File: config.mk
export PLATFORM = sky130hd
export DESIGN_NAME = planar_read_path
export DESIGN_NICKNAME = d
export VERILOG_FILES = /design/src/rtl/planar_read_pkg.sv /design/src/rtl/planar_read_ctrl.sv /design/src/rtl/planar_read_datapath.sv /design/src/rtl/planar_read_path.sv
export SDC_FILE = /design/constraint.sdc
export NUM_CORES = 1
export LEC_CHECK = 0
export BUFFER_PORTS_ARGS = -buffer_cell sky130_fd_sc_hd__clkbuf_2
export CAP_MARGIN = 40
export CELL_PAD_IN_SITES_DETAIL_PLACEMENT = 0
export CELL_PAD_IN_SITES_GLOBAL_PLACEMENT = 1
export CORE_ASPECT_RATIO = 2
export CORE_MARGIN = 10
export CORE_UTILIZATION = 40
export CTS_CLUSTER_SIZE = 10
export DETAILED_ROUTE_END_ITERATION = 12
export PLACE_DENSITY = 0.83
export RECOVER_POWER = 50
export SYNTH_ARGS = -nofsm -noshare
export SYNTH_HDL_FRONTEND = slang
export SYNTH_SLANG_ARGS = --single-unit
File: constraint.sdc
create_clock -name clk -period 2.2 [get_ports clk]
set_input_delay 0.22 -clock clk [delete_from_list [all_inputs] [get_ports clk]]
set_output_delay 0.22 -clock clk [all_outputs]
set_load 0.005 [all_outputs]
File: src/rtl/planar_read_pkg.sv
package planar_read_pkg;
  localparam int NUM_PLANES = 4;
  localparam int PLANE_BITS = 8;
  localparam int SEL_BITS   = $clog2(NUM_PLANES);

  typedef struct packed {
    logic                loadLatches;
    logic                returnMatch;
    logic [SEL_BITS-1:0] planeIdx;
  } readStrobes_t;
endpackage

File: src/rtl/planar_read_ctrl.sv
module planar_read_ctrl
  import planar_read_pkg::*;
(
  input  logic                clk,
  input  logic                rstN,
  input  logic                rdStrobe,
  input  logic                matchEn,
  input  logic [SEL_BITS-1:0] planeSel,
  output readStrobes_t        strobes,
  output logic                rdValid
);
  // Read request decode: every read loads the latches, mode decides the return path
  always_comb begin
    strobes.loadLatches = rdStrobe;
    strobes.returnMatch = matchEn;
    strobes.planeIdx    = matchEn ? '0 : planeSel;
  end

  always_ff @(posedge clk or negedge rstN) begin
    if (!rstN) rdValid <= 1'b0;
    else       rdValid <= rdStrobe;
  end
endmodule

File: src/rtl/planar_read_datapath.sv
module planar_read_datapath
  import planar_read_pkg::*;
#(
  parameter int PLANES = NUM_PLANES,
  parameter int BITS   = PLANE_BITS
) (
  input  logic                   clk,
  input  logic                   rstN,
  input  readStrobes_t           strobes,
  input  logic [PLANES*BITS-1:0] planeBytes,
  input  logic [PLANES-1:0]      matchColor,
  input  logic [PLANES-1:0]      careMask,
  output logic [BITS-1:0]        rdData,
  output logic [PLANES*BITS-1:0] latchWord
);
  localparam int WORD_W = PLANES * BITS;

  logic [BITS-1:0] planeMatch [PLANES];
  logic [BITS-1:0] matchVec;
  logic [BITS-1:0] planeByte;
  logic [BITS-1:0] nextData;

  // Per-plane capture and per-plane equality terms
  for (genvar p = 0; p < PLANES; p++) begin : g_plane
    always_ff @(posedge clk or negedge rstN) begin
      if (!rstN)                    latchWord[p*BITS +: BITS] <= '0;
      else if (strobes.loadLatches) latchWord[p*BITS +: BITS] <= planeBytes[p*BITS +: BITS];
    end
    assign planeMatch[p] = ~(planeBytes[p*BITS +: BITS] ^ {BITS{matchColor[p]}})
                           | {BITS{~careMask[p]}};
  end

  always_comb begin
    matchVec = '1;
    for (int p = 0; p < PLANES; p++) matchVec &= planeMatch[p];
  end

  assign planeByte = planeBytes[int'(strobes.planeIdx)*BITS +: BITS];
  assign nextData  = strobes.returnMatch ? matchVec : planeByte;

  always_ff @(posedge clk or negedge rstN) begin
    if (!rstN)                    rdData <= '0;
    else if (strobes.loadLatches) rdData <= nextData;
  end

  logic unusedWidth;
  assign unusedWidth = ^WORD_W;
endmodule

File: src/rtl/planar_read_path.sv
module planar_read_path
  import planar_read_pkg::*;
(
  input  logic        clk,
  input  logic        rstN,
  input  logic        rdStrobe,
  input  logic [31:0] planeBytes,
  input  logic [1:0]  planeSel,
  input  logic        matchEn,
  input  logic [3:0]  matchColor,
  input  logic [3:0]  careMask,
  output logic [7:0]  rdData,
  output logic        rdValid,
  output logic [31:0] latchWord
);
  readStrobes_t strobes;

  planar_read_ctrl ctrl_i (
    .clk(clk), .rstN(rstN), .rdStrobe(rdStrobe), .matchEn(matchEn),
    .planeSel(planeSel), .strobes(strobes), .rdValid(rdValid)
  );

  planar_read_datapath #(.PLANES(NUM_PLANES), .BITS(PLANE_BITS)) dp_i (
    .clk(clk), .rstN(rstN), .strobes(strobes), .planeBytes(planeBytes),
    .matchColor(matchColor), .careMask(careMask), .rdData(rdData),
    .latchWord(latchWord)
  );
endmodule

==> out/metrics.csv, run 1 <==
stage,metric,value,unit
run_status,run status,finished clean,
floorplan,Die Span X,72.33,um
min_path,hold worst-path end,dp_i.latchWord[24],
final_layout,# nets final,291,
pwr,Max VDD drop,510.7,uV
critical_path,family with the most delay on the worst path,buffers and inverters,
critical_path,Worst path most repeated cell,clkbuf_2,
synthesis,post-synthesis cell count,163,
detailed_routing,DR iter-0 viols,96,
floorplan,initial core utilization,0.4078,
grt,gr ovfl total,0,
synthesis,Avg Inst Size Synth,13.44,um^2
final_layout,share of cells above drive strength 1,0.5447,
place,placement-stage cell area,0.002639,mm^2
synthesis,Yosys cell types,15,
final_layout,ant diodes,0,
critical_path,Worst EP arrival,1.64,ns
critical_path,CP bufs+invs,3,
synthesis,sequential share of the synthesized area,0.4683,
grt,GRT Overall Usage,0.1485,
critical_path,worst endpoint required time,2.47,ns
synthesis,synthesis-stage register bit count,41,
place,port bufs,86,
timing,clk_skew,0,ns
synthesis,"EDFF count, synth",0,
place,Final Wtd Congestion,0.8268,
critical_path,CP Depth,3,
synthesis,ys flop type,dfrtp_1,
min_path,Worst Hold Class,input pin to register,
synthesis,Yosys top cell area share,0.4683,
final_layout,Layout area overhead,24.33,%
timing,slew margin rel.,0.3046,
critical_path,critical path peak fanout,41,
floorplan,Die ar.,0.009017,mm^2
critical_path,R2R Path End,dp_i.rdData[5],
clock_network,TritonCTS buffer count,5,
critical_path,worst-case reg-to-reg path depth,2,
min_path,Worst Hold Launch,planeBytes[24],
critical_path,Critical-path top delay cell,clkbuf_2,
floorplan,Placeable Area,0.005373,mm^2
clock_network,CTS clock-pin slew for the worst setup and hold paths,0.08,ns
synthesis,fraction of registers with async set/reset,1.000,
pwr,Leak,0.001358,uW
job,Max Cap Viol,0,
critical_path,crit-path cells,"dlygate4sd3_1, clkbuf_2, clkbuf_2",
critical_path,r2r startpoint,dp_i.rdData[5],
synthesis,Synth top cells by count,"41 x dfrtp_1, 32 x mux2_2, 32 x xor2_1",
grt,initial antenna violation count,0,
pwr,PwrDens,655.5,mW/mm^2
timing,Slew @ Worst Pin,1.043,ns
timing,final slew viol count,0,
detailed_routing,vias,1674,
timing,Fin. Hold Viols,0,
synthesis,Post-Syn Nets,209,
detailed_routing,TritonRoute pass-1 iters,5,
clock_network,CTS tree,built,
critical_path,CP Capture Type,asynchronous set/reset pin,
timing,fin crit share,0.6211,
detailed_routing,Antenna Nets Post-Route,0,
floorplan,io pins,87,
grt,first-pass GRT wire length,10400,um
synthesis,post-synthesis cell area,0.002191,mm^2
clock_network,TritonCTS Sinks,41,
synthesis,Yosys warnings,0,
detailed_routing,DRC viols,0,
timing,final setup fails,0,
timing,setup TNS,0,ns
clock_network,Clock Latency Late Sink,0.30,ns
floorplan,number of cell rows,38,
timing,Tmin final,1.366,ns
timing,f_max,731.9,MHz
critical_path,Critical Path Start Type,input pin,
detailed_routing,routed len/inst,21.09,um
clock_network,CTS max path bufs,2,
detailed_routing,Routed Wire Length,6453,um
critical_path,Max stage delay on crit path,0.77,ns
place,Post-DP HPWL,5057,um
clock_network,post_cts resized,0,
final_layout,Finished Cell Area,0.002724,mm^2
synthesis,most numerous cell in the Yosys netlist,dfrtp_1,
synthesis,largest area contributor in the netlist,dfrtp_1,
min_path,Hold Path Cell Cnt,2,
final_layout,fillcell total,526,
clock_network,number of H-tree levels,2,
critical_path,Setup CP Type,input pin to asynchronous set/reset pin,
timing,RSZ-0062 raised after global routing,false,
critical_path,flop-to-flop setup slack,1.31,ns
grt,vias in the first global route,1932,
synthesis,synth top area cells,"dfrtp_1 47%, mux2_2 16%, xor2_1 13%, mux4_2 8.2%, a222oi_1 3.7%",
clock_network,clock root cell,clkbuf_8,
grt,largest net degree at the start of global routing,42,
detailed_routing,vias per cell,5.471,
floorplan,Die Ht,124.7,um
worst reg2reg max path, stage by stage (launching register included):
cell     delay, ns
dfrtp_1       0.41
a22o_1        0.23
a21o_1        0.15
routing by layer:
metal  vias up  part of all wire  track usage
met2        71              0.58       0.2726
li1        761                 -            -
met4         0             0.025      0.05727
met1       830              0.33       0.1446
met5         -                 0            0
met3        12             0.071      0.04625
through the flow:
step / hold WS (ns) / util / instances / setup slack, ns / total power (uW)
2_1_floorplan: -0.07559 / - / 163 / 0.9117 / 1115
3_3_place_gp: 0.3222 / 0.4912 / 297 / 0.6918 / 1310
3_5_place_dp: 0.3260 / 0.4912 / 297 / 0.6856 / 1323
4_1_cts: 0.1871 / 0.5084 / 306 / 1.015 / 1815
5_1_grt: 0.1919 / 0.5070 / 306 / 0.5986 / 1890
6_report: 0.1887 / 0.5070 / 306 / 0.8337 / 1785
layout make-up:
cell class | instances | area (um^2) | area share
multi-input combinational | 106 | 1081 | 0.3969
sequential | 41 | 1026 | 0.3767
timing repair buffer | 90 | 455.4 | 0.1672
tap | 60 | 75.07 | 0.02756
clock buffer | 6 | 72.57 | 0.02664
clock inverter | 2 | 10.01 | 0.003675
inverter | 1 | 3.754 | 0.001378
report_power, final:
group | internal (uW) | switching (uW)
logic | 221 | 199
clock network | 220 | 268
registers | 834 | 42.8
total | 1280 | 509
cells by family after synthesis:
kind of cell           after synthesis  synth area share
AND/OR/NAND/NOR                      2          0.004569
buffers and inverters               16           0.03826
AO/OA/AOI/OAI                       32            0.1142
multiplexers                        40            0.2467
XOR/XNOR                            32            0.1279
flip-flops                          41            0.4683
sequential cells by signal, indices dropped and copies added, names as in the netlist:
name	count
dp_i.rdData	8
dp_i.latchWord	32
ctrl_i.rdValid	1
layout by cell type, fill, tap and decap left out, drive strengths merged:
cell,n
a22o,8
buf,1
a21o,8
dfrtp,41
nor2b,1
dlygate4sd3,1
clkinv,2
xor2,32
clkbuf,94
mux2,32
inv,1
a21oi,8
mux4,8
a222oi,8
nand2,1
worst max path at each step:
stage / to / start / slack (ns)
2_1_floorplan: dp_i.rdData[0] / planeSel[1] / 0.91
3_3_place_gp: dp_i.rdData[2] / planeSel[1] / 0.69
3_5_place_dp: dp_i.rdData[0] / planeSel[1] / 0.69
4_1_cts: dp_i.rdData[0] / planeSel[1] / 1.01
5_1_grt: dp_i.latchWord[18] / rstN / 0.60
6_report: dp_i.latchWord[2] / rstN / 0.83
what timing repair did:
item / CTS / global route
hold buffers: 1 / 0
setup buffers: 0 / 0
endpoints found under the hold margin: 23 / 0
Power figures use the tool's default switching activity.
==> run 2: changes to the inputs <==
--- a/config.mk
+++ b/config.mk
@@ -5,16 +5,17 @@
 export SDC_FILE = /design/constraint.sdc
 export NUM_CORES = 1
 export LEC_CHECK = 0
+export ABC_AREA = 1
 export BUFFER_PORTS_ARGS = -buffer_cell sky130_fd_sc_hd__clkbuf_2
 export CAP_MARGIN = 40
 export CELL_PAD_IN_SITES_DETAIL_PLACEMENT = 0
 export CELL_PAD_IN_SITES_GLOBAL_PLACEMENT = 1
 export CORE_ASPECT_RATIO = 2
 export CORE_MARGIN = 10
-export CORE_UTILIZATION = 40
+export CORE_UTILIZATION = 35
 export CTS_CLUSTER_SIZE = 10
 export DETAILED_ROUTE_END_ITERATION = 12
-export PLACE_DENSITY = 0.83
+export PLACE_DENSITY = 0.8
 export RECOVER_POWER = 50
 export SYNTH_ARGS = -nofsm -noshare
 export SYNTH_HDL_FRONTEND = slang
==> constraint.sdc (replaced) <==
create_clock -name clk -period 1.4 [get_ports clk]
set_input_delay 0.14 -clock clk [delete_from_list [all_inputs] [get_ports clk]]
set_output_delay 0.14 -clock clk [all_outputs]
set_load 0.005 [all_outputs]
==> run 2 against run 1 <==
Effect of this change:
- synthesized cell count grew to 2.5 times the previous value
- register-to-register slack got worse by 0.60 ns
- first-iteration DRC count grew 10%
- critical path depth grew 1
- via count is 57% higher
- combinational power rose by 68%
- sequential cell count unchanged
- clock skew stayed put
- utilization decreased by 7.2 points
- critical endpoint is now dp_i.latchWord[16]
- sequential share of layout area shrank 5.4 points
- die area up 29%
==> out/metrics.csv, run 2 <==
stage,metric,value,unit
synthesis,most numerous cell in the Yosys netlist,nand2_1,
clock_network,clock root cell,clkbuf_16,
run_status,run status,finished clean,
place,Final Wtd Congestion,0.8770,
timing,Tmin final,1.083,ns
synthesis,Avg Inst Size Synth,6.480,um^2
timing,final setup fails,0,
critical_path,critical path peak fanout,68,
critical_path,Max stage delay on crit path,0.49,ns
detailed_routing,Routed Wire Length,8603,um
detailed_routing,Antenna Nets Post-Route,0,
clock_network,TritonCTS buffer count,5,
final_layout,Biggest register,dp_i.latchWord,
detailed_routing,routed len/inst,14.96,um
final_layout,register area,0.001026,mm^2
synthesis,sequential share of the synthesized area,0.3881,
critical_path,Critical-path top delay cell,clkbuf_1,
timing,setup TNS,0,ns
detailed_routing,M1 wire length,3196,um
final_layout,"commonest non-fill, non-tap cell in the layout",nand2_1,
final_layout,# nets final,530,
timing,clk_skew,0,ns
clock_network,CTS max path bufs,2,
synthesis,fraction of registers with async set/reset,1.000,
floorplan,number of cell rows,44,
clock_network,Clock Latency Late Sink,0.28,ns
pwr,PwrDens,985.0,mW/mm^2
clock_network,number of H-tree levels,2,
timing,slew margin rel.,0.5638,
synthesis,Synth top cells by count,"182 x nand2_1, 43 x inv_1, 41 x dfrtp_1",
final_layout,final core occ,0.4349,
critical_path,Critical Path Start Type,input pin,
critical_path,Critical path origin,rdStrobe,
critical_path,r2r startpoint,dp_i.latchWord[16],
place,port bufs,86,
final_layout,ant diodes,0,
synthesis,ys flop type,dfrtp_1,
detailed_routing,vias,2626,
critical_path,Setup CP Type,input pin to register,
pwr,Tot Pwr,3137,uW
final_layout,most frequent cells in the layout,"182 x nand2_1, 74 x clkbuf_2, 43 x inv_1",
detailed_routing,TritonRoute pass-1 iters,5,
grt,first-pass GRT wire length,13520,um
floorplan,initial core utilization,0.3611,
grt,vias in the first global route,2696,
critical_path,crit-path cells,"clkbuf_1, inv_1, buf_6, o21ai_0",
detailed_routing,DRC viols,0,
pwr,Max VDD drop,698.3,uV
synthesis,synthesis-stage register bit count,41,
detailed_routing,DR iter-0 viols,106,
floorplan,Die ar.,0.01164,mm^2
floorplan,Die Ht,142.9,um
synthesis,post-synthesis cell area,0.002644,mm^2
clock_network,CTS tree,built,
grt,GRT Overall Usage,0.1505,
final_layout,Multi-input gate area,0.001269,mm^2
synthesis,post-synthesis cell count,408,
clock_network,TritonCTS Sinks,41,
timing,final slew viol count,0,
clock_network,cts hold-fix bufs,1,
detailed_routing,vias per cell,4.567,
detailed_routing,Highest Signal Layer,met4,
min_path,Worst Hold Launch,planeBytes[15],
synthesis,synth top area cells,"dfrtp_1 39%, nand2_1 26%, inv_1 6.1%, o21ai_0 6.1%, nand3_1 5.7%",
critical_path,Worst EP arrival,1.27,ns
timing,fin crit share,0.7733,
clock_network,# Post-CTS Setup Buffers,0,
synthesis,largest area contributor in the netlist,dfrtp_1,
clock_network,CTS clock-pin slew for the worst setup and hold paths,0.06,ns
critical_path,CP Capture Type,register,
timing,Slew @ Worst Pin,0.6544,ns
final_layout,fillcell total,857,
synthesis,Post-Syn Nets,454,
timing,f_max,923.7,MHz
critical_path,worst endpoint required time,1.59,ns
final_layout,Layout area overhead,20.44,%
place,Post-DP HPWL,7075,um
job,Max Cap Viol,0,
synthesis,Yosys warnings,0,
final_layout,Top Registers,"dp_i.latchWord (32), dp_i.rdData (8), ctrl_i.rdValid (1)",
pwr,Leak,0.001873,uW
detailed_routing,Met2 Routed Length,4778,um
floorplan,Die Span X,81.46,um
grt,largest net degree at the start of global routing,69,
synthesis,"EDFF count, synth",0,
detailed_routing,met3 routed WL,488,um
synthesis,Yosys cell types,18,
synthesis,Yosys top cell area share,0.3881,
floorplan,Placeable Area,0.007322,mm^2
final_layout,max reg flops,32,
min_path,Worst Hold Class,input pin to register,
final_layout,share of cells above drive strength 1,0.1946,
grt,gr ovfl total,0,
clock_network,post_cts resized,0,
timing,Fin. Hold Viols,0,
floorplan,io pins,87,
grt,initial antenna violation count,0,
timing,RSZ-0062 raised after global routing,false,
-- run 2: power by group --
group	switching [uW]	internal (uW)	leakage (uW)
registers	60.0	1300	0.000503
logic	441	266	0.00130
clock network	435	636	0.0000655
total	935	2200	0.00187
-- run 2: critical path: cells and delay by family --
family	cells	cell delay (ns)
buffers and inverters	3	0.88
AO/OA/AOI/OAI	1	0.25
-- run 2: worst paths after layout --
check                                      to  slack (ns)  depth (start not counted)
max reg2reg                dp_i.latchWord[16]        0.71                          2
max in group asynchronous  dp_i.latchWord[22]        0.54                          3
min reg2reg                dp_i.latchWord[22]        0.47                          2
max                        dp_i.latchWord[16]        0.32                          4
min                        dp_i.latchWord[15]        0.11                          3
min in group asynchronous   dp_i.latchWord[7]        0.35                          2
-- run 2: cell families after synthesis --
logic type	share of synthesized area
simple gates	0.3938
buf+inv	0.1320
compound gates	0.08613
flops	0.3881
-- run 2: routing by layer --
| layer | global-route usage | vias up |
|---|---|---|
| li1 | - | 1387 |
| met2 | 0.2823 | 69 |
| met5 | 0 | - |
| met3 | 0.03774 | 10 |
| met1 | 0.1539 | 1160 |
| met4 | 0.04675 | 0 |
-- run 2: metrics by stage --
| stage | hold slack, ns | worst slack, ns | instances | cell area (um^2) |
|---|---|---|---|---|
| floorplan | -0.1556 | 0.4431 | 408 | 2644 |
| global placement | 0.1165 | 0.1286 | 568 | 3068 |
| detailed placement | 0.1283 | 0.1323 | 568 | 3068 |
| CTS | 0.1081 | 0.4314 | 575 | 3208 |
| global route | 0.1381 | 0.1817 | 575 | 3184 |
| finish | 0.1147 | 0.3174 | 575 | 3184 |
-- run 2: final cells by class --
cell class	count	area share
multi-input combinational	301	0.3984
sequential	41	0.3222
timing repair buffer	91	0.1481
inverter	44	0.05422
clock buffer	5	0.03929
tap	92	0.03615
clock inverter	1	0.001572
